File: config.mk
export PLATFORM = sky130hd
export DESIGN_NAME = swreg_bridge
export DESIGN_NICKNAME = d
export VERILOG_FILES = /design/src/rtl/swreg_pkg.sv /design/src/rtl/swreg_addr_map.sv /design/src/rtl/swreg_seq.sv /design/src/rtl/swreg_datapath.sv /design/src/rtl/swreg_bridge.sv
export SDC_FILE = /design/constraint.sdc
export NUM_CORES = 1
export LEC_CHECK = 0
export CAP_MARGIN = 20
export CORE_MARGIN = 1.5
export CORE_UTILIZATION = 44
export DETAILED_ROUTE_END_ITERATION = 12
export GPL_TIMING_DRIVEN = 0
export PLACE_DENSITY = 0.84
export SETUP_SLACK_MARGIN = 0.15
export SLEW_MARGIN = 10
export SYNTH_ARGS = -nofsm -noshare
export SYNTH_HDL_FRONTEND = slang
export SYNTH_SLANG_ARGS = --single-unit
File: constraint.sdc
create_clock -name clk -period 3.02 [get_ports clk]
set_clock_uncertainty 0.1 [all_clocks]
set_input_delay 0.302 -clock clk [delete_from_list [all_inputs] [get_ports clk]]
set_output_delay 0.302 -clock clk [all_outputs]
set_load 0.02 [all_outputs]
File: src/rtl/swreg_pkg.sv
package swreg_pkg;

  typedef enum logic [1:0] {
    ST_IDLE  = 2'd0,
    ST_ISSUE = 2'd1,
    ST_WAIT  = 2'd2,
    ST_RESP  = 2'd3
  } seq_state_e;

  typedef enum logic [1:0] {
    STEP_PAGE   = 2'd0,
    STEP_FIRST  = 2'd1,
    STEP_SECOND = 2'd2
  } seq_step_e;

  localparam int unsigned HALF_W = 16;
  localparam int unsigned WORD_W = 32;
  localparam int unsigned ID_W   = 5;

  typedef struct packed {
    logic              write;
    logic [ID_W-1:0]   phy;
    logic [ID_W-1:0]   regn;
    logic [HALF_W-1:0] wdata;
  } mdio_cmd_t;

endpackage

File: src/rtl/swreg_addr_map.sv
module swreg_addr_map
  import swreg_pkg::*;
#(
  parameter int unsigned      ADDR_W     = 18,
  parameter logic [ID_W-1:0]  PAGE_PHY_A = 5'h1F,
  parameter logic [ID_W-1:0]  PAGE_REG_A = 5'h10,
  parameter logic [ID_W-1:0]  PAGE_PHY_B = 5'h18,
  parameter logic [ID_W-1:0]  PAGE_REG_B = 5'h00,
  parameter logic [ADDR_W-1:0] SWAP_ADDR = 'h98
) (
  input  logic [ADDR_W-1:0] addr,
  input  logic              write,
  input  logic              model_sel,
  output logic [ID_W-1:0]   page_phy,
  output logic [ID_W-1:0]   page_reg,
  output logic [HALF_W-1:0] page_wdata,
  output logic [ID_W-1:0]   data_phy,
  output logic [ID_W-1:0]   data_reg_base,
  output logic              lo_first
);
  localparam int unsigned PAGE_LSB = 9;
  localparam int unsigned PAGE_W   = ADDR_W - PAGE_LSB;

  // page register location per switch variant
  always_comb begin
    if (model_sel) begin
      page_phy = PAGE_PHY_B;
      page_reg = PAGE_REG_B;
    end else begin
      page_phy = PAGE_PHY_A;
      page_reg = PAGE_REG_A;
    end
  end

  always_comb begin
    page_wdata = '0;
    page_wdata[PAGE_W-1:0] = addr[ADDR_W-1:PAGE_LSB];
  end

  assign data_phy      = {2'b10, addr[8:6]};
  assign data_reg_base = {addr[5:2], 1'b0};

  // reads and the reordered write go low half first
  assign lo_first = !write || (!model_sel && (addr == SWAP_ADDR));

endmodule

File: src/rtl/swreg_seq.sv
module swreg_seq
  import swreg_pkg::*;
(
  input  logic      clk,
  input  logic      rst_n,
  input  logic      req_valid,
  input  logic      mdio_done,
  input  logic      mdio_err,
  output logic      ready,
  output logic      accept,
  output logic      issue,
  output seq_step_e step,
  output logic      cap_en,
  output logic      rsp_valid,
  output logic      rsp_err
);
  seq_state_e state_q, state_d;
  seq_step_e  step_q, step_d;
  logic       err_q, err_d;

  always_comb begin
    state_d = state_q;
    step_d  = step_q;
    err_d   = err_q;
    case (state_q)
      ST_IDLE: begin
        if (req_valid) begin
          state_d = ST_ISSUE;
          step_d  = STEP_PAGE;
          err_d   = 1'b0;
        end
      end
      ST_ISSUE: state_d = ST_WAIT;
      ST_WAIT: begin
        if (mdio_done) begin
          if (mdio_err) begin
            err_d   = 1'b1;
            state_d = ST_RESP;
          end else if (step_q == STEP_SECOND) begin
            state_d = ST_RESP;
          end else begin
            state_d = ST_ISSUE;
            step_d  = (step_q == STEP_PAGE) ? STEP_FIRST : STEP_SECOND;
          end
        end
      end
      ST_RESP: state_d = ST_IDLE;
      default: state_d = ST_IDLE;
    endcase
  end

  always_ff @(posedge clk or negedge rst_n) begin
    if (!rst_n) begin
      state_q <= ST_IDLE;
      step_q  <= STEP_PAGE;
      err_q   <= 1'b0;
    end else begin
      state_q <= state_d;
      step_q  <= step_d;
      err_q   <= err_d;
    end
  end

  assign ready     = (state_q == ST_IDLE);
  assign accept    = ready && req_valid;
  assign issue     = (state_q == ST_ISSUE);
  assign step      = step_q;
  assign cap_en    = (state_q == ST_WAIT) && mdio_done && !mdio_err && (step_q != STEP_PAGE);
  assign rsp_valid = (state_q == ST_RESP);
  assign rsp_err   = rsp_valid && err_q;

endmodule

File: src/rtl/swreg_datapath.sv
module swreg_datapath
  import swreg_pkg::*;
#(
  parameter int unsigned       ADDR_W     = 18,
  parameter logic [ID_W-1:0]   PAGE_PHY_A = 5'h1F,
  parameter logic [ID_W-1:0]   PAGE_REG_A = 5'h10,
  parameter logic [ID_W-1:0]   PAGE_PHY_B = 5'h18,
  parameter logic [ID_W-1:0]   PAGE_REG_B = 5'h00,
  parameter logic [ADDR_W-1:0] SWAP_ADDR  = 'h98
) (
  input  logic              clk,
  input  logic              rst_n,
  input  logic              accept,
  input  logic [ADDR_W-1:0] req_addr,
  input  logic              req_write,
  input  logic [WORD_W-1:0] req_wdata,
  input  logic              model_sel,
  input  seq_step_e         step,
  input  logic              cap_en,
  input  logic [HALF_W-1:0] mdio_rdata,
  input  logic              rsp_valid,
  input  logic              rsp_err,
  output mdio_cmd_t         cmd,
  output logic [WORD_W-1:0] rsp_rdata
);
  localparam int unsigned NUM_HALVES = WORD_W / HALF_W;

  logic [ADDR_W-1:0] addr_q;
  logic [WORD_W-1:0] wdata_q;
  logic              write_q;
  logic              model_q;
  logic [WORD_W-1:0] rd_q;

  logic [ID_W-1:0]   page_phy, page_reg, data_phy, data_reg_base;
  logic [HALF_W-1:0] page_wdata;
  logic              lo_first;
  logic              half_hi;

  // request capture, enabled by accept
  always_ff @(posedge clk or negedge rst_n) begin
    if (!rst_n) begin
      addr_q  <= '0;
      wdata_q <= '0;
      write_q <= 1'b0;
      model_q <= 1'b0;
    end else if (accept) begin
      addr_q  <= req_addr;
      wdata_q <= req_wdata;
      write_q <= req_write;
      model_q <= model_sel;
    end
  end

  swreg_addr_map #(
    .ADDR_W    (ADDR_W),
    .PAGE_PHY_A(PAGE_PHY_A),
    .PAGE_REG_A(PAGE_REG_A),
    .PAGE_PHY_B(PAGE_PHY_B),
    .PAGE_REG_B(PAGE_REG_B),
    .SWAP_ADDR (SWAP_ADDR)
  ) u_map (
    .addr         (addr_q),
    .write        (write_q),
    .model_sel    (model_q),
    .page_phy     (page_phy),
    .page_reg     (page_reg),
    .page_wdata   (page_wdata),
    .data_phy     (data_phy),
    .data_reg_base(data_reg_base),
    .lo_first     (lo_first)
  );

  // which half the current data step moves
  assign half_hi = (step == STEP_FIRST) ? !lo_first : lo_first;

  always_comb begin
    if (step == STEP_PAGE) begin
      cmd.write = 1'b1;
      cmd.phy   = page_phy;
      cmd.regn  = page_reg;
      cmd.wdata = page_wdata;
    end else begin
      cmd.write = write_q;
      cmd.phy   = data_phy;
      cmd.regn  = data_reg_base | {{(ID_W-1){1'b0}}, half_hi};
      cmd.wdata = wdata_q[(half_hi ? HALF_W : 0) +: HALF_W];
    end
  end

  // read assembly, one register slice per half
  for (genvar g = 0; g < NUM_HALVES; g++) begin : g_half
    logic slice_en;
    assign slice_en = cap_en && (half_hi == g[0]);
    always_ff @(posedge clk or negedge rst_n) begin
      if (!rst_n) begin
        rd_q[g*HALF_W +: HALF_W] <= '0;
      end else if (accept) begin
        rd_q[g*HALF_W +: HALF_W] <= '0;
      end else if (slice_en) begin
        rd_q[g*HALF_W +: HALF_W] <= mdio_rdata;
      end
    end
  end

  assign rsp_rdata = (rsp_valid && !rsp_err && !write_q) ? rd_q : '0;

endmodule

File: src/rtl/swreg_bridge.sv
module swreg_bridge
  import swreg_pkg::*;
#(
  parameter int unsigned       ADDR_W     = 18,
  parameter logic [4:0]        PAGE_PHY_A = 5'h1F,
  parameter logic [4:0]        PAGE_REG_A = 5'h10,
  parameter logic [4:0]        PAGE_PHY_B = 5'h18,
  parameter logic [4:0]        PAGE_REG_B = 5'h00,
  parameter logic [ADDR_W-1:0] SWAP_ADDR  = 'h98
) (
  input  logic              clk,
  input  logic              rst_n,
  input  logic              req_valid,
  output logic              req_ready,
  input  logic              req_write,
  input  logic [ADDR_W-1:0] req_addr,
  input  logic [31:0]       req_wdata,
  input  logic              model_sel,
  output logic              rsp_valid,
  output logic              rsp_err,
  output logic [31:0]       rsp_rdata,
  output logic              mdio_req,
  output logic              mdio_write,
  output logic [4:0]        mdio_phy,
  output logic [4:0]        mdio_reg,
  output logic [15:0]       mdio_wdata,
  input  logic              mdio_done,
  input  logic              mdio_err,
  input  logic [15:0]       mdio_rdata
);
  logic      rst_meta_q, rst_sync_n;
  logic      seq_ready, accept, cap_en;
  seq_step_e step;
  mdio_cmd_t cmd;

  // asynchronous assert, synchronous release
  always_ff @(posedge clk or negedge rst_n) begin
    if (!rst_n) begin
      rst_meta_q <= 1'b0;
      rst_sync_n <= 1'b0;
    end else begin
      rst_meta_q <= 1'b1;
      rst_sync_n <= rst_meta_q;
    end
  end

  swreg_seq u_seq (
    .clk      (clk),
    .rst_n    (rst_sync_n),
    .req_valid(req_valid),
    .mdio_done(mdio_done),
    .mdio_err (mdio_err),
    .ready    (seq_ready),
    .accept   (accept),
    .issue    (mdio_req),
    .step     (step),
    .cap_en   (cap_en),
    .rsp_valid(rsp_valid),
    .rsp_err  (rsp_err)
  );

  swreg_datapath #(
    .ADDR_W    (ADDR_W),
    .PAGE_PHY_A(PAGE_PHY_A),
    .PAGE_REG_A(PAGE_REG_A),
    .PAGE_PHY_B(PAGE_PHY_B),
    .PAGE_REG_B(PAGE_REG_B),
    .SWAP_ADDR (SWAP_ADDR)
  ) u_dp (
    .clk       (clk),
    .rst_n     (rst_sync_n),
    .accept    (accept),
    .req_addr  (req_addr),
    .req_write (req_write),
    .req_wdata (req_wdata),
    .model_sel (model_sel),
    .step      (step),
    .cap_en    (cap_en),
    .mdio_rdata(mdio_rdata),
    .rsp_valid (rsp_valid),
    .rsp_err   (rsp_err),
    .cmd       (cmd),
    .rsp_rdata (rsp_rdata)
  );

  assign req_ready  = seq_ready && rst_sync_n;
  assign mdio_write = cmd.write;
  assign mdio_phy   = cmd.phy;
  assign mdio_reg   = cmd.regn;
  assign mdio_wdata = cmd.wdata;

endmodule

==> impl_metrics.xml <==
<?xml version="1.0" encoding="UTF-8"?>
<metrics>
  <group name="run_status">
    <metric name="run_status" unit="">finished, final reports clean</metric>
  </group>
  <group name="final_layout">
    <metric name="post_layout_nonfiller_instances" unit="">766</metric>
    <metric name="finalNetCount" unit="">694</metric>
    <metric name="finish.instance_area" unit="sq um">6770</metric>
    <metric name="postLayoutCoreUtil" unit="%">62.8</metric>
    <metric name="antennaDiodeCount" unit="">0</metric>
    <metric name="area_growth_syn_to_layout" unit="%">39.5</metric>
    <metric name="final_layout_size_suffix_gt1_share" unit="%">21.1</metric>
  </group>
  <group name="drt">
    <metric name="viasPerCell" unit="">5.61</metric>
    <metric name="dr_total_vias" unit="">4299</metric>
    <metric name="drt_drc_violations_left" unit="">0</metric>
    <metric name="first_pass_iters" unit="">5</metric>
    <metric name="drtIter0Drc" unit="">272</metric>
    <metric name="routed_wl" unit="mm">13.2</metric>
    <metric name="routed_wire_length_per_instance" unit="um">17.2</metric>
    <metric name="final_antenna_net_count" unit="">0</metric>
  </group>
  <group name="clock_network">
    <metric name="clk_pin_slew" unit="ns">0.10</metric>
    <metric name="numCtsBuffers" unit="">9</metric>
    <metric name="worst_skew_pair.late_latency" unit="ns">0.36</metric>
    <metric name="clkSinkCount" unit="">91</metric>
    <metric name="cts_h_tree_lvls" unit="">3</metric>
    <metric name="root_cell_of_the_clock_tree" unit="">sky130_fd_sc_hd__clkbuf_8</metric>
    <metric name="cts_tree" unit="">built</metric>
    <metric name="clk_path_buf_depth" unit="">2</metric>
  </group>
  <group name="sta">
    <metric name="hold_viol_final" unit="">0</metric>
    <metric name="final.period_utilization" unit="%">95.1</metric>
    <metric name="setup_viol" unit="">0</metric>
    <metric name="period_needed" unit="ns">2.87</metric>
    <metric name="max-slew-margin-rel" unit="%">55.0</metric>
    <metric name="final_critical_path_setup_slack" unit="ns">0.148</metric>
    <metric name="rsz0062_at_grt" unit="">yes</metric>
    <metric name="slew_viol_final" unit="">0</metric>
    <metric name="fmaxAchievable" unit="GHz">0.348</metric>
    <metric name="tightest_slew" unit="ns">0.675</metric>
  </group>
  <group name="synthesis">
    <metric name="async_flop_share" unit="%">100</metric>
    <metric name="netlist_area" unit="sq um">4850</metric>
    <metric name="synth.top_cells.by_count" unit="">91 x sky130_fd_sc_hd__dfrtp_1, 54 x sky130_fd_sc_hd__mux2_2, 43 x sky130_fd_sc_hd__a21oi_1</metric>
    <metric name="netlist-cell-type-count" unit="">44</metric>
    <metric name="ys_seq_area_share" unit="%">46.9</metric>
    <metric name="most_numerous_cell_in_the_yosys_netlist" unit="">sky130_fd_sc_hd__dfrtp_1</metric>
    <metric name="netlist.area_leader.share" unit="%">46.9</metric>
    <metric name="synthesis.yosys.warnings" unit="">0</metric>
    <metric name="synth-edff-count" unit="">0</metric>
    <metric name="synth_area_leaders" unit="">sky130_fd_sc_hd__dfrtp_1 47%, sky130_fd_sc_hd__mux2_2 13%, sky130_fd_sc_hd__mux2i_1 4.9%</metric>
    <metric name="post-synth-top-area-cell" unit="">sky130_fd_sc_hd__dfrtp_1</metric>
    <metric name="leading_register_cell_type_out_of_synthesis" unit="">sky130_fd_sc_hd__dfrtp_1</metric>
    <metric name="ys_ff_latch" unit="">91</metric>
    <metric name="syn-instance-count" unit="">464</metric>
    <metric name="post_synth.cell_area_avg" unit="sq um">10.5</metric>
  </group>
  <group name="floorplan">
    <metric name="die_w" unit="um">108</metric>
    <metric name="start_util" unit="%">45.0</metric>
    <metric name="placeableCoreArea" unit="sq um">10800</metric>
    <metric name="ioPinCount" unit="">136</metric>
    <metric name="placementRows" unit="">38</metric>
    <metric name="dieHeight" unit="um">108</metric>
    <metric name="die_area" unit="sq um">11700</metric>
  </group>
  <group name="placed_design">
    <metric name="detailed_place_hpwl" unit="mm">9.41</metric>
    <metric name="place_inst" unit="">740</metric>
    <metric name="io_buffers" unit="">134</metric>
    <metric name="placedInstanceArea" unit="sq um">6410</metric>
    <metric name="placement.setup.worst_slack" unit="ns">-0.0514</metric>
    <metric name="gpl.final_weighted_congestion" unit="">0.898</metric>
  </group>
  <group name="global_routing">
    <metric name="number_of_antenna_violations_at_the_first_check_in_global_routing" unit="">0</metric>
    <metric name="grt.overflow.total" unit="">0</metric>
    <metric name="grt_first_pass_wirelength" unit="mm">20.7</metric>
    <metric name="global_route.usage.total" unit="%">22.9</metric>
    <metric name="grt_pass1_vias" unit="">4260</metric>
    <metric name="grt_max_degree" unit="">63</metric>
  </group>
  <group name="setup_path">
    <metric name="timing.reg2reg.worst_path_depth" unit="">8</metric>
    <metric name="worstReg2RegStart" unit="">u_dp.addr_q[8]</metric>
    <metric name="worst_setup_path_start_kind" unit="">register</metric>
    <metric name="timing.critical_path.arrival" unit="ns">2.47</metric>
    <metric name="critPathMaxStageDelay" unit="ns">0.44</metric>
    <metric name="crit_chain" unit="">nor4b_4 &gt; nand3_4 &gt; clkbuf_1 &gt; o311ai_1 &gt; o22ai_1 &gt; dlygate4sd2_1</metric>
    <metric name="crit_type" unit="">reg -&gt; out</metric>
    <metric name="critical_path_peak_fanout" unit="">10</metric>
    <metric name="crit_path_top_delay_cell" unit="">sky130_fd_sc_hd__dfrtp_1</metric>
    <metric name="regToRegSetupSlack" unit="ns">0.69</metric>
    <metric name="worstPathRequired" unit="ns">2.62</metric>
    <metric name="critical_path.n_buffers_inverters" unit="">2</metric>
    <metric name="critPathCaptureType" unit="">output pin</metric>
    <metric name="crit_family" unit="">buffers and inverters</metric>
    <metric name="r2r-end" unit="">u_dp.rd_q[27]</metric>
  </group>
  <group name="pwr">
    <metric name="switching_share" unit="%">38.1</metric>
    <metric name="power.static_leakage" unit="uW">0.00302</metric>
    <metric name="internal_power" unit="uW">3510</metric>
    <metric name="power.combinational.fraction" unit="%">46.2</metric>
    <metric name="worst_ir_drop_vdd" unit="uV">598</metric>
    <metric name="power_per_cell_area" unit="nW/um^2">837</metric>
    <metric name="total_switching_power" unit="uW">2160</metric>
    <metric name="pwr-share-seq" unit="%">36.0</metric>
    <metric name="power_frac_clock" unit="%">17.8</metric>
  </group>
  <group name="job">
    <metric name="cap_viol_max_count" unit="">0</metric>
  </group>
  <group name="worst_hold_path">
    <metric name="min-delay-path-class" unit="">reg -&gt; async</metric>
  </group>
</metrics>
flip-flops by register name (all words and copies together), names as in the netlist, 2 cells and up:
signal and cells:
u_seq.step 2, u_seq.state_q 2, u_dp.rd_q 32, u_dp.wdata_q 32, u_dp.addr_q 18
metal layers:
layer | global-route usage, % | share of wire, % | vias to the layer above
li1 | - | - | 1990
met1 | 29.3 | 42 | 2074
met2 | 39.1 | 50 | 207
met3 | 3.92 | 6.5 | 28
met4 | 8.55 | 2.2 | 0
met5 | 0 | 0 | -
power groups by stage:
| stage | clock network (uW) | logic [uW] | registers, uW |
|---|---|---|---|
| after global placement | 0 | 2570 | 2030 |
| after floorplan | 0 | 1730 | 1950 |
| after global routing | 1070 | 2820 | 2100 |
| after CTS | 1020 | 2590 | 2030 |
| final | 1010 | 2620 | 2040 |
| after detailed placement | 0 | 2630 | 2050 |
metrics by stage:
step                TNS (ns)  hold WS, ns  power, uW
global placement      -0.480        0.236       4600
global route               0        0.149       5980
detailed placement    -0.211        0.173       4680
finish                     0        0.128       5670
CTS                        0        0.186       5640
floorplan                  0      -0.0936       3680
what timing repair did:
action                                 CTS  global route
endpoints found under the hold margin    2             0
resized for setup                       26            53
hold buffers                             1             0
setup endpoints to repair               49            47
pin swaps                                5             3
setup buffers                            5             4
worst register-to-register path, stage by stage (launching register included):
cell and delay (ns):
sky130_fd_sc_hd__dfrtp_1 0.43, sky130_fd_sc_hd__nor4_4 0.42, sky130_fd_sc_hd__buf_4 0.18, sky130_fd_sc_hd__buf_4 0.10
sky130_fd_sc_hd__nand4_1 0.13, sky130_fd_sc_hd__mux2i_2 0.35, sky130_fd_sc_hd__buf_2 0.25, sky130_fd_sc_hd__o21ai_0 0.16
sky130_fd_sc_hd__a21oi_1 0.15
how the worst max path moves through the flow:
stage / startpoint / endpoint / slack (ns) / cells past startpoint
floorplan: rst_sync_n / req_ready / 0.62 / 1
global placement: rst_sync_n / req_ready / -0.12 / 2
global route: u_dp.addr_q[8] / mdio_wdata[4] / 0.03 / 6
finish: u_dp.model_q / mdio_wdata[5] / 0.15 / 6
CTS: u_dp.model_q / mdio_wdata[15] / 0.13 / 7
detailed placement: u_dp.addr_q[2] / mdio_wdata[15] / -0.05 / 7
layout by cell type, fill, tap and decap left out, drive strengths merged:
master / Yosys / routed
nor2: 23 / 23
o32a: 1 / 1
conb: 1 / 2
o21ai: 45 / 45
nor2b: 6 / 6
o21a: 5 / 5
nor4b: 1 / 1
nand4: 2 / 2
a21oi: 43 / 43
o32ai: 1 / 1
nand2: 17 / 17
a32o: 1 / 1
nor4: 2 / 2
nor3: 2 / 2
dlygate4sd3: 0 / 1
nand3: 36 / 36
o22ai: 16 / 16
and2: 34 / 34
nor3b: 3 / 3
clkdlybuf4s15: 0 / 1
mux2i: 26 / 26
dfrtp: 91 / 91
and3: 1 / 1
mux2: 54 / 54
nand3b: 1 / 1
nand2b: 5 / 5
o311ai: 9 / 9
dlymetal6s2s: 0 / 14
dlygate4sd2: 0 / 6
clkinv: 1 / 2
bufinv: 0 / 3
or2: 1 / 1
and4bb: 2 / 2
buf: 14 / 27
clkbuf: 20 / 39
clkdlybuf4s50: 0 / 103
area by class of cell:
class / count / area (sq um)
Fill cell: 884 / 4020
Timing Repair Buffer: 145 / 1440
Buffer: 34 / 190
Sequential cell: 91 / 2280
Tap cell: 140 / 175
Multi-Input combinational cell: 339 / 2430
Inverter: 1 / 3.75
Clock buffer: 12 / 145
Clock inverter: 4 / 98.8
cells by family (layout without fill, tap and decap cells):
| kind of cell | count (synthesis) | count (layout) | share of synthesized area, % |
|---|---|---|---|
| AO/OA/AOI/OAI | 121 | 121 | 14.6 |
| buffers and inverters | 35 | 196 | 3.61 |
| flip-flops | 91 | 91 | 46.9 |
| multiplexers | 80 | 80 | 18.2 |
| other | 1 | 2 | 0.0772 |
| AND/OR/NAND/NOR | 136 | 136 | 16.6 |
(Power assumes the default switching activity.)
